$ cat src/rtl/spi_pad_pkg.sv
package spi_pad_pkg;

    localparam int unsigned CTL_BITS = 4;
    localparam int unsigned CTL_EN   = 0;
    localparam int unsigned CTL_MSTR = 1;
    localparam int unsigned CTL_PSSE = 2;
    localparam int unsigned CTL_ODM  = 3;

    // Packed LSB-last: en lands on bit 0, odm on bit 3.
    typedef struct packed {
        logic odm;
        logic prot;
        logic mstr;
        logic en;
    } spi_ctl_t;

    typedef enum logic {
        ADDR_CTL  = 1'b0,
        ADDR_STAT = 1'b1
    } spi_addr_e;

endpackage

$ cat src/rtl/spi_pad_cfg.sv
module spi_pad_cfg
    import spi_pad_pkg::*;
(
    input  logic                clk,
    input  logic                rst_n,
    input  logic                wr_i,
    input  logic [CTL_BITS-1:0] wdata_i,
    output spi_ctl_t            ctl_o
);

    typedef struct packed {
        spi_ctl_t ctl;
    } cfg_state_t;

    cfg_state_t state_d, state_q;

    always_comb begin
        state_d = state_q;
        if (wr_i) begin
            state_d.ctl.en   = wdata_i[CTL_EN];
            state_d.ctl.prot = wdata_i[CTL_PSSE];
            state_d.ctl.odm  = wdata_i[CTL_ODM];
            // Role may only change while the port is currently off.
            if (!state_q.ctl.en) begin
                state_d.ctl.mstr = wdata_i[CTL_MSTR];
            end
        end
    end

    always_ff @(posedge clk or negedge rst_n) begin
        if (!rst_n) begin
            state_q <= '0;
        end else begin
            state_q <= state_d;
        end
    end

    assign ctl_o = state_q.ctl;

endmodule

$ cat src/rtl/spi_pad_sync.sv
module spi_pad_sync #(
    parameter int unsigned STAGES  = 2,
    parameter logic        RST_VAL = 1'b1
) (
    input  logic clk,
    input  logic rst_n,
    input  logic d_i,
    output logic q_o
);

    localparam int unsigned LAST = STAGES - 1;

    typedef struct packed {
        logic [STAGES-1:0] pipe;
    } sync_state_t;

    sync_state_t state_d, state_q;

    always_comb begin
        state_d = state_q;
        state_d.pipe[0] = d_i;
        for (int i = 1; i < STAGES; i++) begin
            state_d.pipe[i] = state_q.pipe[i-1];
        end
    end

    always_ff @(posedge clk or negedge rst_n) begin
        if (!rst_n) begin
            state_q.pipe <= {STAGES{RST_VAL}};
        end else begin
            state_q <= state_d;
        end
    end

    assign q_o = state_q.pipe[LAST];

endmodule

$ cat src/rtl/spi_pad_fault.sv
module spi_pad_fault
    import spi_pad_pkg::*;
(
    input  logic     clk,
    input  logic     rst_n,
    input  spi_ctl_t ctl_i,
    input  logic     ss_n_sync_i,
    input  logic     clr_i,
    output logic     fault_o
);

    typedef struct packed {
        logic fault;
    } flt_state_t;

    flt_state_t state_d, state_q;
    logic       trip;

    always_comb begin
        trip    = ctl_i.en && ctl_i.mstr && ctl_i.prot && !ss_n_sync_i;
        state_d = state_q;
        if (clr_i) begin
            state_d.fault = 1'b0;
        end
        // A live fault condition beats a simultaneous clear.
        if (trip) begin
            state_d.fault = 1'b1;
        end
    end

    always_ff @(posedge clk or negedge rst_n) begin
        if (!rst_n) begin
            state_q <= '0;
        end else begin
            state_q <= state_d;
        end
    end

    assign fault_o = state_q.fault;

endmodule

$ cat src/rtl/spi_pad_drive.sv
module spi_pad_drive
    import spi_pad_pkg::*;
(
    input  spi_ctl_t ctl_i,
    input  logic     fault_i,
    input  logic     tx_i,
    input  logic     ss_n_i,
    input  logic     mosi_i,
    input  logic     miso_i,
    output logic     mosi_o,
    output logic     mosi_oe_o,
    output logic     miso_o,
    output logic     miso_oe_o,
    output logic     rx_o
);

    logic active;
    logic may_drive;

    always_comb begin
        active    = ctl_i.en && !fault_i;
        // Open-drain emulation: only a zero is ever actively driven.
        may_drive = !ctl_i.odm || !tx_i;
        mosi_o    = 1'b0;
        mosi_oe_o = 1'b0;
        miso_o    = 1'b0;
        miso_oe_o = 1'b0;
        if (ctl_i.mstr) begin
            mosi_o    = tx_i;
            mosi_oe_o = active && may_drive;
        end else begin
            miso_o    = tx_i;
            miso_oe_o = active && !ss_n_i && may_drive;
        end
        rx_o = ctl_i.mstr ? miso_i : mosi_i;
    end

endmodule

$ cat src/rtl/spi_pad_ctrl.sv
module spi_pad_ctrl
    import spi_pad_pkg::*;
#(
    parameter int unsigned SYNC_STAGES = 2
) (
    input  logic                clk,
    input  logic                rst_n,
    input  logic                reg_wr,
    input  logic                reg_addr,
    input  logic [CTL_BITS-1:0] reg_wdata,
    output logic [CTL_BITS-1:0] ctl_rdata,
    input  logic                eng_tx,
    output logic                eng_rx,
    output logic                eng_stop,
    output logic                mode_fault,
    input  logic                pad_ss_n_i,
    input  logic                pad_mosi_i,
    output logic                pad_mosi_o,
    output logic                pad_mosi_oe,
    input  logic                pad_miso_i,
    output logic                pad_miso_o,
    output logic                pad_miso_oe
);

    spi_ctl_t ctl;
    logic     ss_n_sync;
    logic     ctl_wr;
    logic     flt_clr;
    logic     fault;

    assign ctl_wr  = reg_wr && (reg_addr == ADDR_CTL);
    assign flt_clr = reg_wr && (reg_addr == ADDR_STAT) && reg_wdata[0];

    spi_pad_cfg i_cfg (
        .clk     (clk),
        .rst_n   (rst_n),
        .wr_i    (ctl_wr),
        .wdata_i (reg_wdata),
        .ctl_o   (ctl)
    );

    spi_pad_sync #(
        .STAGES  (SYNC_STAGES),
        .RST_VAL (1'b1)
    ) i_ss_sync (
        .clk   (clk),
        .rst_n (rst_n),
        .d_i   (pad_ss_n_i),
        .q_o   (ss_n_sync)
    );

    spi_pad_fault i_fault (
        .clk         (clk),
        .rst_n       (rst_n),
        .ctl_i       (ctl),
        .ss_n_sync_i (ss_n_sync),
        .clr_i       (flt_clr),
        .fault_o     (fault)
    );

    spi_pad_drive i_drive (
        .ctl_i     (ctl),
        .fault_i   (fault),
        .tx_i      (eng_tx),
        .ss_n_i    (pad_ss_n_i),
        .mosi_i    (pad_mosi_i),
        .miso_i    (pad_miso_i),
        .mosi_o    (pad_mosi_o),
        .mosi_oe_o (pad_mosi_oe),
        .miso_o    (pad_miso_o),
        .miso_oe_o (pad_miso_oe),
        .rx_o      (eng_rx)
    );

    assign ctl_rdata  = ctl;
    assign mode_fault = fault;
    assign eng_stop   = fault;

endmodule

$ cat config.mk
export PLATFORM = sky130hd
export DESIGN_NAME = spi_pad_ctrl
export DESIGN_NICKNAME = d
export VERILOG_FILES = /design/src/rtl/spi_pad_pkg.sv /design/src/rtl/spi_pad_cfg.sv /design/src/rtl/spi_pad_sync.sv /design/src/rtl/spi_pad_fault.sv /design/src/rtl/spi_pad_drive.sv /design/src/rtl/spi_pad_ctrl.sv
export SDC_FILE = /design/constraint.sdc
export NUM_CORES = 1
export LEC_CHECK = 0
export ABC_AREA = 1
export BUFFER_PORTS_ARGS = -buffer_cell sky130_fd_sc_hd__buf_2
export CORE_AREA = 4 4 41 43
export CTS_CLUSTER_DIAMETER = 30
export DETAILED_ROUTE_END_ITERATION = 6
export DIE_AREA = 0 0 45 47
export PLACE_DENSITY_LB_ADDON = 0.25
export SLEW_MARGIN = 20
export SYNTH_ARGS = -nofsm -noshare
export SYNTH_HDL_FRONTEND = slang
export SYNTH_SLANG_ARGS = --single-unit
$ cat constraint.sdc
create_clock -name clk -period 0.9 [get_ports clk]
set_clock_uncertainty 0.15 [all_clocks]
set_input_delay 0.09 -clock clk [delete_from_list [all_inputs] [get_ports clk]]
set_output_delay 0.09 -clock clk [all_outputs]
set_load 0.005 [all_outputs]
Yosys cells after proc, flatten, opt, wreduce, memory -nomap -nowiden. Index checks and enable logic that the tools add are counted.

Bits in registers: 7. Input bits: 12. Output and inout bits: 11. Word-level logic and storage cells: 33.

Muxes and demuxes: 7. Bitwise operators: 2. Reductions and logical operators: 18.

Operator list (number): logical AND 1 bit (10); 2-to-1 mux 1 bit (7); zero test 1 bit (5); NOT 1 bit (2); AND reduction 2 bit (1); nonzero test 2 bit (1); logical OR 1 bit (1).

Depth between registers and ports, before layout. Gate-level depths: netlist of run 1.

Depth after elaboration: 5. Mapped depth: 4. Mapped depth without buffers: 4.

By module. Synthesis of run 1 repeated with hierarchy kept, for this count alone.

Cell total of the unflattened synthesis: 48. Area total of the unflattened synthesis: 349.1 um^2.

Modules (own cells, without submodules): spi_pad_cfg (times used 1, cells an instance 17, area each 153.9 um^2, sequential area each 100.1 um^2); spi_pad_fault (times used 1, cells an instance 9, area each 57.6 um^2, sequential area each 25.0 um^2); spi_pad_drive (times used 1, cells an instance 14, area each 56.3 um^2, sequential area each 0.0 um^2); spi_pad_sync (times used 1, cells an instance 2, area each 52.6 um^2, sequential area each 52.6 um^2); spi_pad_ctrl (times used 1, cells an instance 6, area each 28.8 um^2, sequential area each 0.0 um^2).

Worst setup path before layout of run 1. Ideal clock, no wire load.

Kind: flip-flop to output port. From: reg i_cfg.state_q, in the netlist i_cfg.ctl_o[1]. To: out pad_miso_oe. Data arrival time: 0.781 ns. Data required time: 0.660 ns. Path slack: -0.121 ns. Stages on the path, launching flop included: 3. Buffers on the path: 0. Cells stage by stage: dfrtp_1 -> or2_1 -> nor2_1.

Word-level cells in the longest chain between the ends: 1.

Ends and longest elaborated chain: start, declared (line spi_pad_cfg.sv:15) `cfg_state_t state_d, state_q;`; start signal, assigned (line spi_pad_cfg.sv:34) `state_q <= state_d;`; 2-to-1 mux 1 bit (line spi_pad_drive.sv:28) `if (ctl_i.mstr) begin`; end, declared (line spi_pad_ctrl.sv:22) `output logic pad_miso_oe`.

Every way passes these cells.

Worst setup path in the final report of run 1. Same ends and word-level chain as after synthesis.

==> impl_metrics.ini, run 1 <==
[clock_network]
clk_latency_ps = 260
htreeDepth = 1
cts_sinks = 7
cts_tree = built
clk_pin_slew_ps = 60
cts_buffer_depth = 2
numCtsBuffers = 3
cts-root-buf = clkbuf_4

[pwr]
intPower_w = 0.0007884
p_clk_share_pct = 27.2
share_comb_of_total_power_pct = 37.8
ir_drop_v = 0.0009884
p_sw_share_pct = 28.56
switchingPower_w = 0.0003151
power_density_nw_per_um2 = 1677
leakage_nw = 0.3722
seqPwrFrac_pct = 35.0
design_power_total_w = 0.001104

[placement]
placed_cells = 84
portBuffers = 22
dp_hpwl_um = 699
gp_congestion = 0.6753

[timing]
slew_viol_final = 0
setup_viol = 13
fmax_mhz = 764.5
final-hold-violation-count = 3
period_needed_ps = 1308
rsz0062_at_grt = yes
fin_crit_sh_pct = 145.3
fin_ws_ps = -408.0
worst_pin_slew_ps = 180.8
hold_ws_ps = -0.7340
relSlewSlack_pct = 87.94

[logic_synthesis]
synth.yosys.seq_area_share_pct = 54.41
synthTopCellsByArea = dfrtp_1, nand2_1, dfstp_2
syn_nets = 54
synth_top_cell_area_share_pct = 38.31
yosysMostFrequentCell = nand2_1
synth_largest_area_cell = dfrtp_1
synthCells = 42
ys.flop_type = dfrtp_1
synth-edff-count = 0
synthTopCellsByCount = nand2_1, nand3_1, dfrtp_1, inv_1, nor2_1
async_flop_share_pct = 100.0
synth_cell_type_count = 10
syn_area_um2 = 326.6
ys_ff_latch = 7
ys_warn_count = 0
synth_area_per_cell_um2 = 7.775

[global_route]
grt_pass1_wl_um = 1490
grt_usage_pct = 10.04
grt_pass1_vias = 366
grt_max_degree = 8
antenna_found_initial = 0
grt-ovfl-total = 0

[critical_path]
cp-start-kind = register
worst-path-buf-inv = 1
path_max_fanout = 4
critical-path-top-delay-family = flip-flops
crit_type = register to output port
cp-startpoint = i_cfg.ctl_o[1]
reg2regPathDepth = 5
required_ps = 660
cp_slowest_cell = dfrtp_1
reg2reg_to = i_fault.fault_o
reg2reg_from = i_fault.fault_o
max_stage_delay_ps = 400
crit_arrival_ps = 1070
r2r_slack_ps = -210
critPathCaptureType = output port
crit_path_cell_trace = or2_1 > nor2_1 > buf_2

[layout]
diodes = 0
fin_nets = 96
fillCellCount = 137
drive_above_1_share_pct = 48.19
multi_input_area_um2 = 130.1
seqCellArea_um2 = 177.7
fin_util_pct = 50.58
syn2layout_area_growth_pct = 101.5
layout.cells.non_filler = 98

[min_path]
hp-class = input port to register
hold_depth = 3
whs_endpoint = i_cfg.ctl_o[0]
hold_path_startpoint = reg_wr

[run_status]
status = finished with violations
violations = negative hold slack, negative setup slack

[detailed_routing]
num_vias = 404
drtIter0Drc = 7
wl_per_cell_um = 10.27
vias_per_cell = 4.122
dr.pass1.iters = 3
drcViolationCount = 0
antenna_left = 0
routed_wirelength_um = 1006

[die]
start_util_pct = 25.10
core-area_um2 = 1301
die_h_um = 47
io_pins = 23
fp.dieW_um = 45
die_area_um2 = 2115
rows = 13

[run]
drv_cap = 0
[worst max path at each step]
| stage | endpoint | slack [ps] | cells past startpoint |
|---|---|---|---|
| floorplan | pad_miso_oe | -90 | 2 |
| global placement | pad_miso_oe | -110 | 3 |
| detailed placement | pad_miso_oe | -120 | 3 |
| CTS | pad_miso_oe | -410 | 3 |
| global route | pad_mosi_oe | -490 | 5 |
| finish | pad_miso_oe | -410 | 3 |
[per-layer routing]
| metal | vias up | share of wire (%) | GRT usage, % |
|---|---|---|---|
| li1 | 212 | - | - |
| met1 | 177 | 45 | 12.35 |
| met2 | 15 | 48 | 15.54 |
| met3 | 0 | 7.4 | 5.747 |
| met4 | 0 | 0 | 1.754 |
| met5 | - | 0 | 0 |
[power groups by stage]
| stage | clock [W] | combinational, W | sequential [W] |
|---|---|---|---|
| 2_1_floorplan | 0 | 0.0000948 | 0.000403 |
| 3_3_place_gp | 0 | 0.000279 | 0.000388 |
| 3_5_place_dp | 0 | 0.000282 | 0.000389 |
| 4_1_cts | 0.000313 | 0.000402 | 0.000388 |
| 5_1_grt | 0.000330 | 0.000464 | 0.000392 |
| 6_report | 0.000300 | 0.000417 | 0.000387 |
[stage by stage]
stage / TNS (ps) / setup slack, ps / instance area [um^2]
after detailed placement: -477.4 / -117.6 / 493.0
after CTS: -3407 / -406.6 / 646.9
final: -3624 / -408.0 / 658.1
after floorplan: -99.21 / -87.59 / 326.6
after global routing: -4340 / -491.2 / 658.1
after global placement: -398.5 / -108.5 / 493.0
[repair_timing]
action                                  CTS  global route
cloned                                    0             0
gates resized for setup                  11             3
setup buffers                             3             3
endpoints found under the hold margin    13             0
endpoints found under the setup margin   13            15
pin swaps                                 4             2
hold buffers                              6             0
[state kept, by name, indices dropped and copies added (netlist names)]
register           cells
i_cfg.ctl_o            4
i_ss_sync.state_q      2
i_fault.fault_o        1
[tightest hold or removal path, cell delays in order]
cell	delay [ps]
buf_2	140
nand3_1	80
nand2_1	50
[cells by family (layout without fill, tap and decap cells)]
| group | Yosys count | after routing | synth area share (%) |
|---|---|---|---|
| AOI/OAI and AO/OA | 1 | 1 | 1.531 |
| and+or+nand+nor | 28 | 28 | 36.02 |
| DFF | 7 | 7 | 54.41 |
| buffers and inverters | 6 | 47 | 8.047 |
[cell type report]
type	count	area share [%]
clock buffer	4	3.992
inverter	5	2.852
multi-input combinational	29	19.77
sequential	7	27.00
tap	15	2.852
timing repair buffer	38	43.54
[layout by cell type (no fill, tap or decap), drive strengths merged]
cell type    count
dlygate4sd3      6
clkbuf           4
nand2           16
dfstp            2
nor2             4
buf             32
inv              5
or2              1
nand4            1
o21ai            1
dfrtp            5
nand3            6
No activity file was read; power rests on OpenSTA's default activity.
==> inputs of run 2 (changes only) <==
RECOVER_POWER = 25   (was not set)
==> impl_metrics.ini, run 2 (synthesized netlist as in run 1, its figures left out) <==
[die]
die_h_um = 47
io_pins = 23
rows = 13
die_area_um2 = 2115
start_util_pct = 25.10
core-area_um2 = 1301
fp.dieW_um = 45

[layout]
drive_above_1_share_pct = 46.99
fin_util_pct = 50.48
layout.cells.non_filler = 98
fillCellCount = 138
finalInstanceArea_um2 = 656.9
diodes = 0
syn2layout_area_growth_pct = 101.1
final_common_cell = buf_2
fin_nets = 96
layout_common_cells = buf_2, nand2_1, buf_6, dlygate4sd3_1
largest_register_ffs = 4

[pwr]
leakage_nw = 0.3694
power_density_nw_per_um2 = 1679
ir_drop_v = 0.0009884

[critical_path]
cp-startpoint = i_cfg.ctl_o[1]
critPathCaptureType = output port
cp-start-kind = register
crit_arrival_ps = 1070
reg2reg_to = i_fault.fault_o
r2r_slack_ps = -210
endpoint = pad_miso_oe
crit_type = register to output port
required_ps = 660
path_max_fanout = 4
reg2reg_from = i_fault.fault_o
reg2regPathDepth = 5

[detailed_routing]
routed_wirelength_um = 1004
wl_met1_um = 448
wl_met2_um = 482
dr.max_layer_used = met3
num_vias = 404
wl_per_cell_um = 10.24
vias_per_cell = 4.122
antenna_left = 0
wl_met3_um = 74
dr.pass1.iters = 3
drtIter0Drc = 7
drcViolationCount = 0

[timing]
final-hold-violation-count = 3
worst_pin_slew_ps = 378.7
hold_ws_ps = -0.7340
setup_tns_ps = -3624
slew_viol_final = 0
period_needed_ps = 1308
fmax_mhz = 764.5
rsz0062_at_grt = yes
fin_ws_ps = -408.0
relSlewSlack_pct = 74.75
fin_crit_sh_pct = 145.3
setup_viol = 13

[placement]
placed_cells = 84
dp_hpwl_um = 699
place_area_um2 = 493.0
gp_congestion = 0.6753
portBuffers = 22

[clock_network]
cts-root-buf = clkbuf_4
clk_pin_slew_ps = 60
numCtsBuffers = 3
cts_sinks = 7
htreeDepth = 1
cts_buffer_depth = 2
cts_tree = built
clk_latency_ps = 260

[run_status]
violations = negative hold slack, negative setup slack
status = finished with violations

[global_route]
grt-ovfl-total = 0
antenna_found_initial = 0
grt_pass1_wl_um = 1490
grt_pass1_vias = 366
grt_usage_pct = 10.04
grt_max_degree = 8

[min_path]
hold_depth = 3
hp-class = input port to register
hold_path_startpoint = reg_wr

[run]
drv_cap = 0
run 2: timing repair:
| item | 4_1_cts | 5_1_grt |
|---|---|---|
| hold buffers | 6 | 0 |
| pin swaps | 4 | 2 |
| gates resized for setup | 11 | 3 |
| endpoints found under the hold margin | 13 | 0 |
| endpoints found under the setup margin | 13 | 15 |
| setup buffers | 3 | 3 |
run 2: worst min path at each step:
stage                            to  slack, ps
finish               i_cfg.ctl_o[0]       -0.7
detailed placement  i_fault.fault_o       -220
CTS                  i_cfg.ctl_o[0]        -10
floorplan            i_cfg.ctl_o[0]       -360
global placement    i_fault.fault_o       -220
global route         i_cfg.ctl_o[0]         20
run 2: per-stage QoR:
step	total power (W)	worst slack, ps
after global placement	0.0006676	-108.5
after global routing	0.001185	-491.2
after CTS	0.001102	-406.6
final	0.001103	-408.0
after floorplan	0.0004977	-87.59
after detailed placement	0.0006710	-117.6
run 2: area by class of cell:
class                           instances  area [um^2]  share of cell area (%)
Sequential cell                         7        177.7                   27.05
Tap cell                               15        18.77                   2.857
Multi-Input combinational cell         29        130.1                   19.81
Clock buffer                            4        26.28                   4.000
Inverter                                5        18.77                   2.857
Timing Repair Buffer                   38        285.3                   43.43
run 2: per-layer routing:
| metal | up-vias | GRT usage [%] |
|---|---|---|
| met2 | 15 | 15.54 |
| met3 | 0 | 5.747 |
| met1 | 177 | 12.35 |
| li1 | 212 | - |
| met5 | - | 0 |
| met4 | 0 | 1.754 |
run 2: critical path, cell delays in order (launching register included):
cell     delay (ps)
dfrtp_1         400
or2_1           210
nor2_1           90
buf_2           110
run 2: where the power goes:
| group | total, W | switching [W] | internal, W | leakage [nW] |
|---|---|---|---|---|
| logic | 0.000416 | 0.000157 | 0.000259 | 0.271 |
| clock network | 0.000300 | 0.000130 | 0.000170 | 0.0150 |
| registers | 0.000387 | 0.0000283 | 0.000358 | 0.0834 |
